$ cat config.mk
export PLATFORM = sky130hd
export DESIGN_NAME = pwm_timer
export DESIGN_NICKNAME = d
export VERILOG_FILES = /design/src/rtl/pwm_timer_pkg.sv /design/src/rtl/pwm_timer_regs.sv /design/src/rtl/pwm_timer_prescaler.sv /design/src/rtl/pwm_timer_core.sv /design/src/rtl/pwm_timer.sv
export SDC_FILE = /design/constraint.sdc
export NUM_CORES = 1
export LEC_CHECK = 0
export BUFFER_PORTS_ARGS = -buffer_cell sky130_fd_sc_hd__buf_2
export CAP_MARGIN = 20
export CORE_ASPECT_RATIO = 1.5
export CORE_UTILIZATION = 59
export DETAILED_ROUTE_END_ITERATION = 10
export PLACE_DENSITY = 0.79
export SLEW_MARGIN = 20
export SYNTH_ARGS = -nofsm -noshare
export SYNTH_HDL_FRONTEND = slang
export SYNTH_SLANG_ARGS = --single-unit
export TNS_END_PERCENT = 100
$ cat constraint.sdc
create_clock -name clk -period 6.35 [get_ports clk]
set_input_delay 0.3175 -clock clk [delete_from_list [all_inputs] [get_ports clk]]
set_output_delay 0.3175 -clock clk [all_outputs]
set_load 0.05 [all_outputs]
$ cat src/rtl/pwm_timer_pkg.sv
package pwm_timer_pkg;
    timeunit 1ns;
    timeprecision 1ps;

    localparam int unsigned DATA_W      = 32;
    localparam int unsigned FIELD_EXP_W = 5;

    // Byte offsets of the two registers
    localparam int unsigned CTRL_OFS = 0;
    localparam int unsigned CNT_OFS  = 4;

    // Control register field positions
    localparam int unsigned EN_BIT    = 0;
    localparam int unsigned SEL_BIT   = 4;
    localparam int unsigned HOLD_BIT  = 11;
    localparam int unsigned EXPLO_BIT = 15;
    localparam int unsigned EXPHI_LSB = 16;

    // Count register field positions
    localparam int unsigned PER_LSB = 16;
    localparam int unsigned HI_LSB  = 0;

    typedef enum logic [1:0] {
        ST_IDLE    = 2'd0,
        ST_BLOCKED = 2'd1,
        ST_HIGH    = 2'd2,
        ST_LOW     = 2'd3
    } pwm_state_e;
endpackage

$ cat src/rtl/pwm_timer_regs.sv
module pwm_timer_regs
    import pwm_timer_pkg::*;
#(
    parameter int unsigned ADDR_W  = 4,
    parameter int unsigned CNT_W   = 10,
    parameter int unsigned EXP_MAX = 24,
    localparam int unsigned EXP_W  = $clog2(EXP_MAX + 1)
) (
    input  logic              clk,
    input  logic              rst_n,
    input  logic [ADDR_W-1:0] bus_addr,
    input  logic              bus_wr,
    input  logic [DATA_W-1:0] bus_wdata,
    output logic [DATA_W-1:0] bus_rdata,
    input  logic              running,
    input  logic              boundary,
    output logic              enable,
    output logic [CNT_W-1:0]  act_period,
    output logic [CNT_W-1:0]  act_high,
    output logic [EXP_W-1:0]  act_exp,
    output logic [CNT_W-1:0]  nxt_period,
    output logic [CNT_W-1:0]  nxt_high
);
    timeunit 1ns;
    timeprecision 1ps;

    logic                   en_q, sel_q, hold_q, pending_q;
    logic [FIELD_EXP_W-1:0] prog_exp;
    logic [CNT_W-1:0]       prog_period, prog_high;
    logic [EXP_W-1:0]       prog_exp_sat;
    logic                   wr_ctrl, wr_cnt, load;
    logic [3:0]             unused_wdata_bits;

    assign wr_ctrl = bus_wr && (bus_addr == ADDR_W'(CTRL_OFS));
    assign wr_cnt  = bus_wr && (bus_addr == ADDR_W'(CNT_OFS));
    assign unused_wdata_bits = {^bus_wdata[31:26], ^bus_wdata[14:12], bus_wdata[10], 1'b0};

    // Exponent values above the limit saturate to the limit
    always_comb begin
        if (32'(prog_exp) > EXP_MAX) prog_exp_sat = EXP_W'(EXP_MAX);
        else                         prog_exp_sat = EXP_W'(prog_exp);
    end

    // Programmed copies written by software
    always_ff @(posedge clk or negedge rst_n) begin
        if (!rst_n) begin
            en_q        <= 1'b0;
            sel_q       <= 1'b0;
            hold_q      <= 1'b0;
            prog_exp    <= '0;
            prog_period <= '0;
            prog_high   <= '0;
        end else begin
            if (wr_ctrl) begin
                en_q     <= bus_wdata[EN_BIT];
                sel_q    <= bus_wdata[SEL_BIT];
                hold_q   <= bus_wdata[HOLD_BIT];
                prog_exp <= {bus_wdata[EXPHI_LSB +: FIELD_EXP_W-1], bus_wdata[EXPLO_BIT]};
            end
            if (wr_cnt) begin
                prog_period <= bus_wdata[PER_LSB +: CNT_W];
                prog_high   <= bus_wdata[HI_LSB +: CNT_W];
            end
        end
    end

    // Transfer to the active set: never under hold, only at a period end while running
    assign load = pending_q && !hold_q && (!running || boundary);

    always_ff @(posedge clk or negedge rst_n) begin
        if (!rst_n) begin
            pending_q  <= 1'b0;
            act_period <= '0;
            act_high   <= '0;
            act_exp    <= '0;
        end else begin
            if (wr_ctrl || wr_cnt) pending_q <= 1'b1;
            else if (load)         pending_q <= 1'b0;
            if (load) begin
                act_period <= prog_period;
                act_high   <= prog_high;
                act_exp    <= prog_exp_sat;
            end
        end
    end

    assign enable     = en_q;
    assign nxt_period = load ? prog_period : act_period;
    assign nxt_high   = load ? prog_high   : act_high;

    always_comb begin
        bus_rdata = '0;
        if (bus_addr == ADDR_W'(CTRL_OFS)) begin
            bus_rdata[EN_BIT]                       = en_q;
            bus_rdata[SEL_BIT]                      = sel_q;
            bus_rdata[HOLD_BIT]                     = hold_q;
            bus_rdata[EXPLO_BIT]                    = prog_exp[0];
            bus_rdata[EXPHI_LSB +: FIELD_EXP_W-1]   = prog_exp[FIELD_EXP_W-1:1];
        end else if (bus_addr == ADDR_W'(CNT_OFS)) begin
            bus_rdata[PER_LSB +: CNT_W] = prog_period;
            bus_rdata[HI_LSB +: CNT_W]  = prog_high;
        end
    end

    // while the hold bit is set, the active timing cannot move
    a_r8_hold_freezes: assert property (@(posedge clk) disable iff (!rst_n)
        hold_q |=> ($stable(act_period) && $stable(act_high) && $stable(act_exp)));

    // a running channel only takes new timing at a period end
    a_r9_boundary_only: assert property (@(posedge clk) disable iff (!rst_n)
        (running && !boundary) |=> ($stable(act_period) && $stable(act_high) && $stable(act_exp)));
endmodule

$ cat src/rtl/pwm_timer_prescaler.sv
module pwm_timer_prescaler #(
    parameter int unsigned EXP_MAX = 24,
    localparam int unsigned EXP_W  = $clog2(EXP_MAX + 1),
    localparam int unsigned PRE_W  = (EXP_MAX > 0) ? EXP_MAX : 1
) (
    input  logic             clk,
    input  logic             rst_n,
    input  logic             run,
    input  logic [EXP_W-1:0] exp_sel,
    output logic             tick
);
    timeunit 1ns;
    timeprecision 1ps;

    generate
        if (EXP_MAX == 0) begin : g_no_div
            logic unused_div_inputs;
            assign unused_div_inputs = clk ^ rst_n ^ (^exp_sel);
            assign tick = run;
        end else begin : g_div
            logic [PRE_W-1:0] pre_cnt;
            logic [PRE_W-1:0] limit;

            // Terminal count is 2^exp - 1
            assign limit = {PRE_W{1'b1}} >> (EXP_MAX - int'(exp_sel));
            assign tick  = run && (pre_cnt == limit);

            always_ff @(posedge clk or negedge rst_n) begin
                if (!rst_n)    pre_cnt <= '0;
                else if (!run) pre_cnt <= '0;
                else if (tick) pre_cnt <= '0;
                else           pre_cnt <= pre_cnt + PRE_W'(1);
            end

            // the divider never runs past the selected terminal count
            a_r4_prescale_range: assert property (@(posedge clk) disable iff (!rst_n)
                pre_cnt <= limit);
        end
    endgenerate
endmodule

$ cat src/rtl/pwm_timer_core.sv
module pwm_timer_core
    import pwm_timer_pkg::*;
#(
    parameter int unsigned CNT_W = 10
) (
    input  logic             clk,
    input  logic             rst_n,
    input  logic             enable,
    input  logic             tick,
    input  logic [CNT_W-1:0] act_period,
    input  logic [CNT_W-1:0] act_high,
    input  logic [CNT_W-1:0] nxt_period,
    input  logic [CNT_W-1:0] nxt_high,
    output logic             running,
    output logic             boundary,
    output logic             pwm_out
);
    timeunit 1ns;
    timeprecision 1ps;

    pwm_state_e       state_q, state_d;
    logic [CNT_W-1:0] cnt_q, cnt_d;
    logic             nxt_valid;

    assign nxt_valid = (nxt_period != '0) && (nxt_high != '0);
    assign running   = (state_q == ST_HIGH) || (state_q == ST_LOW);
    assign boundary  = running && tick && (cnt_q == act_period - CNT_W'(1));

    // State register
    always_ff @(posedge clk or negedge rst_n) begin
        if (!rst_n) state_q <= ST_IDLE;
        else        state_q <= state_d;
    end

    // Tick counter within the period
    always_ff @(posedge clk or negedge rst_n) begin
        if (!rst_n) cnt_q <= '0;
        else        cnt_q <= cnt_d;
    end

    // Next state: stop, start, refuse, toggle halves, wrap
    always_comb begin
        state_d = state_q;
        cnt_d   = cnt_q;
        if (!enable) begin
            state_d = ST_IDLE;
            cnt_d   = '0;
        end else begin
            unique case (state_q)
                ST_IDLE, ST_BLOCKED: begin
                    cnt_d   = '0;
                    state_d = nxt_valid ? ST_HIGH : ST_BLOCKED;
                end
                ST_HIGH, ST_LOW: begin
                    if (!nxt_valid) begin
                        state_d = ST_BLOCKED;
                        cnt_d   = '0;
                    end else if (tick) begin
                        cnt_d   = boundary ? '0 : cnt_q + CNT_W'(1);
                        state_d = (cnt_d < nxt_high) ? ST_HIGH : ST_LOW;
                    end
                end
                default: begin
                    state_d = ST_IDLE;
                    cnt_d   = '0;
                end
            endcase
        end
    end

    // Output decode
    always_comb begin
        unique case (state_q)
            ST_HIGH: pwm_out = 1'b1;
            default: pwm_out = 1'b0;
        endcase
    end

    // a zero period or zero high length never shows a high output
    a_r6_zero_low: assert property (@(posedge clk) disable iff (!rst_n)
        ((act_period == '0) || (act_high == '0)) |-> !pwm_out);

    // a cleared enable forces the output low on the next cycle
    a_r7_disable_low: assert property (@(posedge clk) disable iff (!rst_n)
        !enable |=> !pwm_out);

    // high only in the opening ticks of the period
    a_r4_high_in_phase: assert property (@(posedge clk) disable iff (!rst_n)
        (state_q == ST_HIGH) |-> (cnt_q < act_high));

    // the tick count stays inside the period
    a_r4_cnt_in_period: assert property (@(posedge clk) disable iff (!rst_n)
        running |-> (cnt_q < act_period));
endmodule

$ cat src/rtl/pwm_timer.sv
module pwm_timer #(
    parameter int unsigned ADDR_W  = 4,
    parameter int unsigned CNT_W   = 10,
    parameter int unsigned EXP_MAX = 24
) (
    input  logic              clk,
    input  logic              rst_n,
    input  logic [ADDR_W-1:0] bus_addr,
    input  logic              bus_wr,
    input  logic [31:0]       bus_wdata,
    output logic [31:0]       bus_rdata,
    output logic              pwm_out
);
    timeunit 1ns;
    timeprecision 1ps;

    localparam int unsigned EXP_W = $clog2(EXP_MAX + 1);

    logic             enable, running, boundary, tick;
    logic [CNT_W-1:0] act_period, act_high, nxt_period, nxt_high;
    logic [EXP_W-1:0] act_exp;

    pwm_timer_regs #(.ADDR_W(ADDR_W), .CNT_W(CNT_W), .EXP_MAX(EXP_MAX)) u_regs (
        .clk        (clk),
        .rst_n      (rst_n),
        .bus_addr   (bus_addr),
        .bus_wr     (bus_wr),
        .bus_wdata  (bus_wdata),
        .bus_rdata  (bus_rdata),
        .running    (running),
        .boundary   (boundary),
        .enable     (enable),
        .act_period (act_period),
        .act_high   (act_high),
        .act_exp    (act_exp),
        .nxt_period (nxt_period),
        .nxt_high   (nxt_high)
    );

    pwm_timer_prescaler #(.EXP_MAX(EXP_MAX)) u_pre (
        .clk     (clk),
        .rst_n   (rst_n),
        .run     (running),
        .exp_sel (act_exp),
        .tick    (tick)
    );

    pwm_timer_core #(.CNT_W(CNT_W)) u_core (
        .clk        (clk),
        .rst_n      (rst_n),
        .enable     (enable),
        .tick       (tick),
        .act_period (act_period),
        .act_high   (act_high),
        .nxt_period (nxt_period),
        .nxt_high   (nxt_high),
        .running    (running),
        .boundary   (boundary),
        .pwm_out    (pwm_out)
    );
endmodule

Yosys cells after proc, flatten, opt, wreduce, memory -nomap -nowiden. Cells that the tools add are included.

Output and inout port bits: 33. Word-level logic and storage cells: 76. Register bits after elaboration: 90.

Equality and inequality tests: 7. Reduce and logical (&&, ||, !) cells: 20. Muxes and demuxes: 29. Add/sub/neg operators: 4. $lt $le $gt $ge: 2. Shift-type cells: 1.

Operators with widths (number): $mux W10 (8); $mux W24 (2); $shr A24 B32 Y24 const A (1); $add A24 B1 Y24 const B (1); $eq A24 B24 Y1 (1); $pmux W10 S2 (1); $reduce_bool A10 Y1 (2); $add A10 B1 Y10 const B (1); $eq A10 B10 Y1 (1); $lt A10 B10 Y1 (1); $mux W5 (2); $sub A10 B1 Y10 const B (1); $logic_and A1 B1 Y1 (8); $mux W1 (8); $mux W2 (4); $mux W6 (1); $sub A5 B5 Y6 const A (1); $gt A5 B5 Y1 const B (1); $eq A2 B2 Y1 const B (2); $eq A4 B3 Y1 const B (1); $logic_not A4 Y1 (1); $mux W4 (1); $ne A4 B3 Y1 const B (1); $pmux W2 S2 (1); 7 further kinds (11).

Logic depth before layout (Yosys ltp). Gate-level depths: netlist of run 1.

Depth after elaboration: 15. Depth in mapped cells: 26. Depth with buffers taken out: 22.

Cells and area by module. From an unflattened synthesis of run 1, not the netlist that was laid out.

Cells, all modules: 606. Area, all modules: 5965.7 um2.

By module, submodules not included: pwm_timer_regs (times used 1, seq. area each 1351.3 um2, area each 2428.6 um2, cells an instance 161); pwm_timer_prescaler (times used 1, seq. area each 600.6 um2, area each 2065.7 um2, cells an instance 252); pwm_timer_core (times used 1, seq. area each 300.3 um2, area each 1471.4 um2, cells an instance 193).

Worst setup path before layout of run 1. No wires, ideal clock.

Kind: register -> register. Start: register u_regs.act_exp[0]. End: register u_core.state_q[0]. Setup slack: 856 ps. Setup time: 122 ps. Cell stages (with the launch flop): 27. Data arrival time: 5372 ps. Path through: dfrtp_1 > buf_2 > inv_1 > ha_1 > buf_4 > buf_2 > xor2_1 > o211ai_1 > a2111oi_0 > nor4_1 > a2111oi_2 > nand4_1 > nor3_2 > o21a_1 > buf_4 > mux2i_1 > ha_1 > a21o_1 > a21o_1 > a21o_1 > a21o_1 > a21oi_1 > o21ai_0 > or2_2 > o22a_1 > mux2_1 > a32o_1.

Cells in the longest elaborated chain, start to end: 15. Elaborated cells on any way between the ends: 22. Those cells by class: 1 x add/sub; 1 x order compare; 2 x eq/ne; 1 x shift; 9 x mux; 8 x reduce/logical.

RTL lines: start: declaration (line pwm_timer_regs.sv:20) `output logic [EXP_W-1:0] act_exp,`; start signal: assignment (line pwm_timer_regs.sv:82) `act_exp <= prog_exp_sat;`; $sub A5 B5 Y6 (*) (line pwm_timer_prescaler.sv:25) `assign limit = {PRE_W{1'b1}} >> (EXP_MAX - int'(exp_sel));`; $shr A24 B32 Y24 (*) (line pwm_timer_prescaler.sv:25); $eq A24 B24 Y1 (*) (line pwm_timer_prescaler.sv:26) `assign tick = run && (pre_cnt == limit);`; $logic_and A1 B1 Y1 (*) (line pwm_timer_prescaler.sv:26); $logic_and A1 B1 Y1 (2 in series) (line pwm_timer_core.sv:27) `assign boundary = running && tick && (cnt_q == act_period - CNT_W'(1));`; $logic_or A1 B1 Y1 (line pwm_timer_regs.sv:68) `assign load = pending_q && !hold_q && (!running || boundary);`; $logic_and A1 B1 Y1 (line pwm_timer_regs.sv:68); $mux W10 (line pwm_timer_regs.sv:89) `assign nxt_high = load ? prog_high : act_high;`; $lt A10 B10 Y1 (line pwm_timer_core.sv:60) `state_d = (cnt_d < nxt_high) ? ST_HIGH : ST_LOW;`; $mux W1 (line pwm_timer_core.sv:60); $mux W2 (line pwm_timer_core.sv:58) `end else if (tick) begin`; $mux W2 (line pwm_timer_core.sv:55) `if (!nxt_valid) begin`; $pmux W2 S2 (line pwm_timer_core.sv:49) `unique case (state_q)`; $mux W2 (line pwm_timer_core.sv:45) `if (!enable) begin`; end signal: assignment (line pwm_timer_core.sv:32) `else state_q <= state_d;`; end: declaration (line pwm_timer_core.sv:21) `pwm_state_e state_q, state_d;`.

Every way passes the cells marked *; elsewhere a longest branch is shown, timed or not. The select of a mux whose other input is x is not followed. A chain may end at the register's enable or synchronous reset.

Worst setup path in the final report of run 1. Same ends and word-level chain as after synthesis.

==> impl_results.md, run 1 <==
- RSZ-0062 raised after global routing: no
- Crit path arrival time: 6110 ps
- Rows: 44
- Initial antenna violation count: 0
- Area delta synth->final: 10.23%
- Startpoint Class: register
- Leading cell types by total area after synthesis: dfrtp_1 (39%), mux2_2 (5.8%), xor2_1 (4.4%), nor2_1 (4.3%), xnor2_1 (4.1%)
- Vias in the first global route: 4894
- CP Max Fanout: 18
- Final min period: 5876 ps
- WL/cell: 18.00 um
- Buf/Inv on CP: 2
- Pin count of the biggest net entering global routing: 84
- Seq cells post-synth: 90
- Most common library cell in the layout ignoring fill and taps: dfrtp_1
- Synth Instances: 620
- Detailed Place HPWL: 10550 um
- Critical setup path kind: reg -> reg
- Final Max Tran Viols: 0
- Setup Fix Bufs, Post-CTS: 0
- Clk Tree Root Cell: clkbuf_16
- CP max stage delay: 470 ps
- Congestion Overflow GR: 0
- Area leader, netlist: dfrtp_1
- Min-Delay Path Class: in -> reg
- Final GP Congestion: 0.9219
- Cells after DPL: 763
- Pwr dens: 416.3 nW/um2
- Post-synth cell types: 71
- Synthesized area: 5798 um2
- # nets final: 713
- Leakage: 2.949 nW
- Port Buf Inserts: 51
- CTS tree: yes
- Average via count per standard cell: 6.170
- DR vias: 4819
- Share of layout cells above drive strength 1: 18.62%
- Tcrit/Tclk final: 92.54%
- DRT iter0 DRCs: 249
- Post-CTS Hold Buffers: 1
- Worst slew pin tran: 972.9 ps
- GRT Resource Usage Total: 28.45%
- CP endpoint kind: register
- CP delay by family, top: compound AO/OA/AOI/OAI gates
- Worst-path cell chain: inv_1 -> ha_1 -> nor4b_2 -> o21ai_1 -> a2111oi_0 -> nor4_1 -> a2111oi_2 -> nand4_1 -> nor3_2 -> o21a_1 -> buf_4 -> mux2i_1 -> ha_1 -> a21o_1 -> a21o_1 -> a21oi_1 -> o21ai_0 -> or2_2 -> o22a_1 -> mux2_1 -> a32o_1
- Asr flop ratio synth: 100.0%
- CTS Buf Count: 9
- EDFF count, synth: 0
- Die width: 82.94 um
- Setup TNS: 0 ps
- FMAX: 0.1702 GHz
- Clock Path Buffers: 2
- WHS: 199.4 ps
- Cell Area, Placed: 6092 um2
- Slew headroom: 34.96%
- Outcome: completed
- Avg Cell Area, Syn: 9.352 um2
- ANT cells: 0
- Post-route cell area: 6391 um2
- Final antenna-violating net count: 0
- Yosys top cell area share: 38.84%
- Overall power: 0.002660 W
- CP max-delay cell: a2111oi_0
- First-pass detailed-route iteration total: 4
- Htree depth: 3
- Clk_skew: 9.098 ps
- Worst skew pair latency: 350 ps
- Top Ports: 72
- Die height: 123.4 um
- DRC Markers: 0
- Finished Layout Cells: 781
- Data required, critical path: 6580 ps
- Synth warn: 0
- Global-route wire length before repair: 22940 um
- Cts repair resizes: 0
- Hold Violations, Final: 0
- Initial core utilization: 60.18%
- Peak VDD IR: 0.0003287 V
- CTS Sinks: 90
- Sequential fraction of the synthesis area: 38.84%
- Post-synth top flop: dfrtp_1
- Clk slew on worst S/H paths: 70 ps
- Setup-failing EPs final: 0
- DIE AREA: 10240 um2
- Most frequent cells in the layout: dfrtp_1 (90), nor2_1 (66), buf_2 (50), nand2_1 (37), mux2_2 (30)
- Core ar.: 9634 um2
- Routed Wire Length: 14060 um
- Max-Cap Viols: 0
## stage by stage
stage | worst slack [ps] | util [%]
after detailed placement | 520.8 | 63.23
after global placement | 627.3 | 63.23
after global routing | 4.293 | 66.34
after floorplan | 856.5 | -
after CTS | 487.1 | 66.22
final | 473.7 | 66.34
## kinds of logic after synthesis
logic type	synth area share [%]
adder cells (fa/ha/maj)	2.805
XOR/XNOR	8.459
flip-flops	38.84
AO/OA/AOI/OAI	12.37
other	0.06468
AND/OR/NAND/NOR	20.63
buffers and inverters	5.740
multiplexers	11.09
## worst register-to-register path, stage by stage (launching register included)
cell	delay [ps]
dfrtp_1	380
inv_1	60
ha_1	410
nor4b_2	410
o21ai_1	180
a2111oi_0	470
nor4_1	140
a2111oi_2	350
nand4_1	250
nor3_2	210
o21a_1	310
buf_4	330
mux2i_1	330
ha_1	290
a21o_1	160
a21o_1	180
a21oi_1	160
o21ai_0	150
or2_2	310
o22a_1	180
mux2_1	280
a32o_1	240
## per-layer routing
layer  routed length, um  GRT usage (%)
met1                5264          30.17
met2                7562          52.61
met3                 465          3.805
met4                 769          19.18
met5                   0              0
## worst paths after layout
kind	startpoint	end	slack, ps	cells past startpoint
max	u_regs.act_exp[0]	u_core.state_q[0]	470	21
min	bus_wdata[11]	u_regs.hold_q	200	2
max reg2reg	u_regs.act_exp[0]	u_core.state_q[0]	470	21
min reg2reg	u_regs.sel_q	u_regs.sel_q	520	1
max in group asynchronous	rst_n	u_regs.act_exp[4]	5100	3
min in group asynchronous	rst_n	u_pre.g_div.pre_cnt[18]	320	2
## sequential cells by signal, summed over array words and instances, names as in the netlist, 2 cells and up
register / count
u_regs.act_period: 10
u_regs.act_exp: 5
u_regs.prog_exp: 5
u_core.cnt_q: 10
u_core.state_q: 2
u_regs.prog_high: 10
u_regs.prog_period: 10
u_pre.g_div.pre_cnt: 24
u_regs.act_high: 10
## cells in the mapped netlist, types with 6 or more instances
master	count
nand2_1	37
nand4_1	8
dfrtp_1	90
nor3_1	15
xnor2_1	27
o21ai_0	17
mux2i_1	17
nor4_1	12
mux2_1	12
nor2_1	66
nor2b_1	6
or3_1	6
buf_4	14
clkbuf_1	19
inv_1	24
a21oi_1	18
nand3_1	22
ha_1	13
o211ai_1	7
buf_2	8
and3_1	23
mux2_2	30
xor2_1	29
## report_power, final
group / switching, W / internal (W)
clock network: 0.000232 / 0.000270
registers: 0.000153 / 0.000702
logic: 0.000770 / 0.000533
total: 0.00116 / 0.00151
## area by class of cell
type,count,area (um2)
Fill cell,786,3243
Tap cell,115,143.9
Multi-Input combinational cell,469,3247
Clock inverter,6,48.80
Sequential cell,90,2252
Timing Repair Buffer,66,376.6
Clock buffer,10,229.0
Inverter,25,93.84
Power figures use the tool's default switching activity.
==> inputs of run 2 (changes only) <==
--- a/config.mk
+++ b/config.mk
@@ -5,10 +5,12 @@
 export SDC_FILE = /design/constraint.sdc
 export NUM_CORES = 1
 export LEC_CHECK = 0
+export ABC_AREA = 1
 export BUFFER_PORTS_ARGS = -buffer_cell sky130_fd_sc_hd__buf_2
 export CAP_MARGIN = 20
 export CORE_ASPECT_RATIO = 1.5
 export CORE_UTILIZATION = 59
+export CTS_CLUSTER_DIAMETER = 100
 export DETAILED_ROUTE_END_ITERATION = 10
 export PLACE_DENSITY = 0.79
 export SLEW_MARGIN = 20
==> run 2 against run 1 <==
Compared with the run above: fmax increased by 33%; largest power group unchanged; critical path depth up 8; sequential cell count did not move; via count rose by 17%; synthesized cell count rose by 44%; final cell count is 35% higher; highest routed layer unchanged.
==> impl_results.md, run 2 <==
- Clk slew on worst S/H paths: 60 ps
- Average via count per standard cell: 5.368
- Cells after DPL: 1037
- Sequential fraction of the synthesis area: 37.33%
- Max-Cap Viols: 0
- Startpoint Class: register
- Seq cells post-synth: 90
- Hold EP: u_regs.prog_high[6]
- Most common library cell in the layout ignoring fill and taps: nand2_1
- Sw frac: 48.82%
- Int Pwr: 0.001461 W
- Clock Path Buffers: 2
- Routed Wire Length: 14390 um
- Leakage: 3.446 nW
- Leading cell types by total area after synthesis: dfrtp_1 (37%), nand2_1 (16%), nand3_1 (8.0%), inv_1 (8.0%), nor2_1 (6.7%)
- Worst skew pair latency: 350 ps
- Top post-synthesis cells by count: nand2_1 (256), inv_1 (129), nor2_1 (107), nand3_1 (97), dfrtp_1 (90)
- DR vias: 5658
- WHS: 178.0 ps
- Finished Layout Cells: 1054
- Critical setup path kind: reg -> reg
- Most frequent cells in the layout: nand2_1 (256), inv_1 (129), nor2_1 (106), nand3_1 (97), dfrtp_1 (90)
- Worst reg2reg path endpoint: u_core.state_q[0]
- Synth Instances: 894
- Die height: 125.9 um
- Final GP Congestion: 0.9603
- Post-synth cell types: 38
- Port Buf Inserts: 51
- Die width: 84.57 um
- Clk Tree Root Cell: clkbuf_16
- Core ar.: 9799 um2
- RSZ-0062 raised after global routing: no
- Peak VDD IR: 0.0002370 V
- NetSw: 0.001394 W
- Setup WS pre-CTS: 2033 ps
- Area delta synth->final: 8.980%
- Vias in the first global route: 5361
- Clock power share: 18.4%
- Final min period: 4416 ps
- Post-synth top flop: dfrtp_1
- Top Ports: 72
- Gate power share: 53.5%
- Cell mode on critical path: nand2_1
- Final Max Tran Viols: 0
- CTS Sinks: 90
- Synth warn: 0
- Initial antenna violation count: 0
- Reg2reg start: u_regs.act_exp[0]
- Tcrit/Tclk final: 69.55%
- CP max-delay cell: dfrtp_1
- Setup Fix Bufs, Post-CTS: 0
- Area leader, netlist: dfrtp_1
- Share of layout cells above drive strength 1: 10.76%
- Outcome: completed
- Hold Violations, Final: 0
- Number of flip-flops in the largest register: 24
- DRC Markers: 0
- Crit path arrival time: 4640 ps
- Pwr dens: 434.3 nW/um2
- ANT cells: 0
- Multi-input logic area: 3090 um2
- DIE AREA: 10640 um2
- R2R Setup Slk: 1930 ps
- R2R cell count: 29
- Avg Cell Area, Syn: 6.749 um2
- CP max stage delay: 380 ps
- Cts repair resizes: 0
- EDFF count, synth: 0
- Slew headroom: 47.65%
- Worst Min Path Start: bus_wdata[6]
- Data required, critical path: 6580 ps
- Setup-failing EPs final: 0
- Yosys top cell area share: 37.33%
- GRT Resource Usage Total: 28.59%
- CTS Buf Count: 9
- First-pass detailed-route iteration total: 5
- Overall power: 0.002856 W
- Worst hold path depth: 3
- Global-route wire length before repair: 23980 um
- Count leader, synth: nand2_1
- Final antenna-violating net count: 0
- Fillers: 933
- FMAX: 0.2264 GHz
- Synthesized area: 6033 um2
- Setup TNS: 0 ps
- CP Max Fanout: 43
- Detailed Place HPWL: 10970 um
- Sequential share of power: 28.1%
- Setup WS post-layout: 1934 ps
- Rows: 44
- Min-Delay Path Class: in -> reg
- CP endpoint kind: register
- Largest register by flop count: u_pre.g_div.pre_cnt
- DRT iter0 DRCs: 249
- # nets final: 986
- Pin count of the biggest net entering global routing: 64
- FF/Latch Area: 2252 um2
- Asr flop ratio synth: 100.0%
- Htree depth: 3
- CTS tree: yes
- Clk_skew: 9.645 ps
- Worst slew pin tran: 782.4 ps
- WL/cell: 13.65 um
- Congestion Overflow GR: 0
- Initial core utilization: 61.57%
run 2: changes by cell type after synthesis, moves of 8 or more:
cell	delta
o21ai_0	+36
mux2_1	-12
nand3_1	+75
mux2_2	-30
inv_1	+105
xor2_1	-19
mux2i_1	-17
nand2_1	+219
and3_1	-23
clkbuf_1	-8
xnor2_1	-21
a21oi_1	-10
nor2_1	+41
run 2: what timing repair did:
| item | CTS | global route |
|---|---|---|
| hold buffers | 1 | 0 |
| hold endpoints to repair | 27 | 0 |
| endpoints found under the setup margin | 0 | 0 |
run 2: kinds of logic (layout without fill, tap and decap cells):
logic type / after synthesis / in the layout / share of synthesized area (%)
buffers and inverters: 169 / 205 / 12.13
AO/OA/AOI/OAI: 76 / 76 / 6.657
adder cells (fa/ha/maj): 13 / 13 / 2.696
other: 1 / 10 / 0.06216
AND/OR/NAND/NOR: 528 / 528 / 38.43
XOR/XNOR: 17 / 17 / 2.696
flip-flops: 90 / 90 / 37.33
run 2: worst max path at each step:
stage,cells after the start,start,endpoint,slack [ps]
after global placement,28,u_regs.act_exp[0],u_core.state_q[0],2040
after detailed placement,28,u_regs.act_exp[0],u_core.state_q[0],2030
after floorplan,31,u_regs.act_exp[0],u_core.state_q[0],2830
final,29,u_regs.act_exp[0],u_core.state_q[0],1930
after global routing,29,u_regs.act_exp[0],u_core.state_q[0],1400
after CTS,29,u_regs.act_exp[0],u_core.state_q[0],1990
run 2: power groups by stage:
stage,registers [W],logic (W),clock network [W]
finish,0.000803,0.00153,0.000526
global route,0.000818,0.00173,0.000556
CTS,0.000801,0.00151,0.000534
detailed placement,0.000811,0.00150,0
global placement,0.000806,0.00147,0
floorplan,0.000783,0.00123,0
run 2: per-layer routing:
layer,wire (um),vias to the layer above,GRT usage (%),share of wire [%]
li1,-,2886,-,-
met1,5555,2553,30.24,39
met2,7513,158,52.56,52
met3,481,61,3.211,3.3
met4,842,0,19.34,5.9
met5,0,-,0,0
run 2: per-stage QoR:
stage	utilization, %	instance area [um2]
floorplan	-	6067
global placement	63.89	6261
detailed placement	63.89	6261
CTS	67.05	6570
global route	67.10	6575
finish	67.10	6575
run 2: worst max-delay path, delay by kind of cell, from the launching register on:
kind	cells	cell delay (ps)
compound gates	2	260
buf+inv	4	450
fa+ha+maj	2	500
simple gates	21	2670
flops	1	380
run 2: cell type report:
cell class                 count  share of cell area [%]
sequential                    90                   34.25
timing repair buffer          54                   4.301
tap                          115                   2.188
clock buffer                  12                   4.053
multi-input combinational    644                   47.00
inverter                     135                   7.707
clock inverter                 4                  0.4948
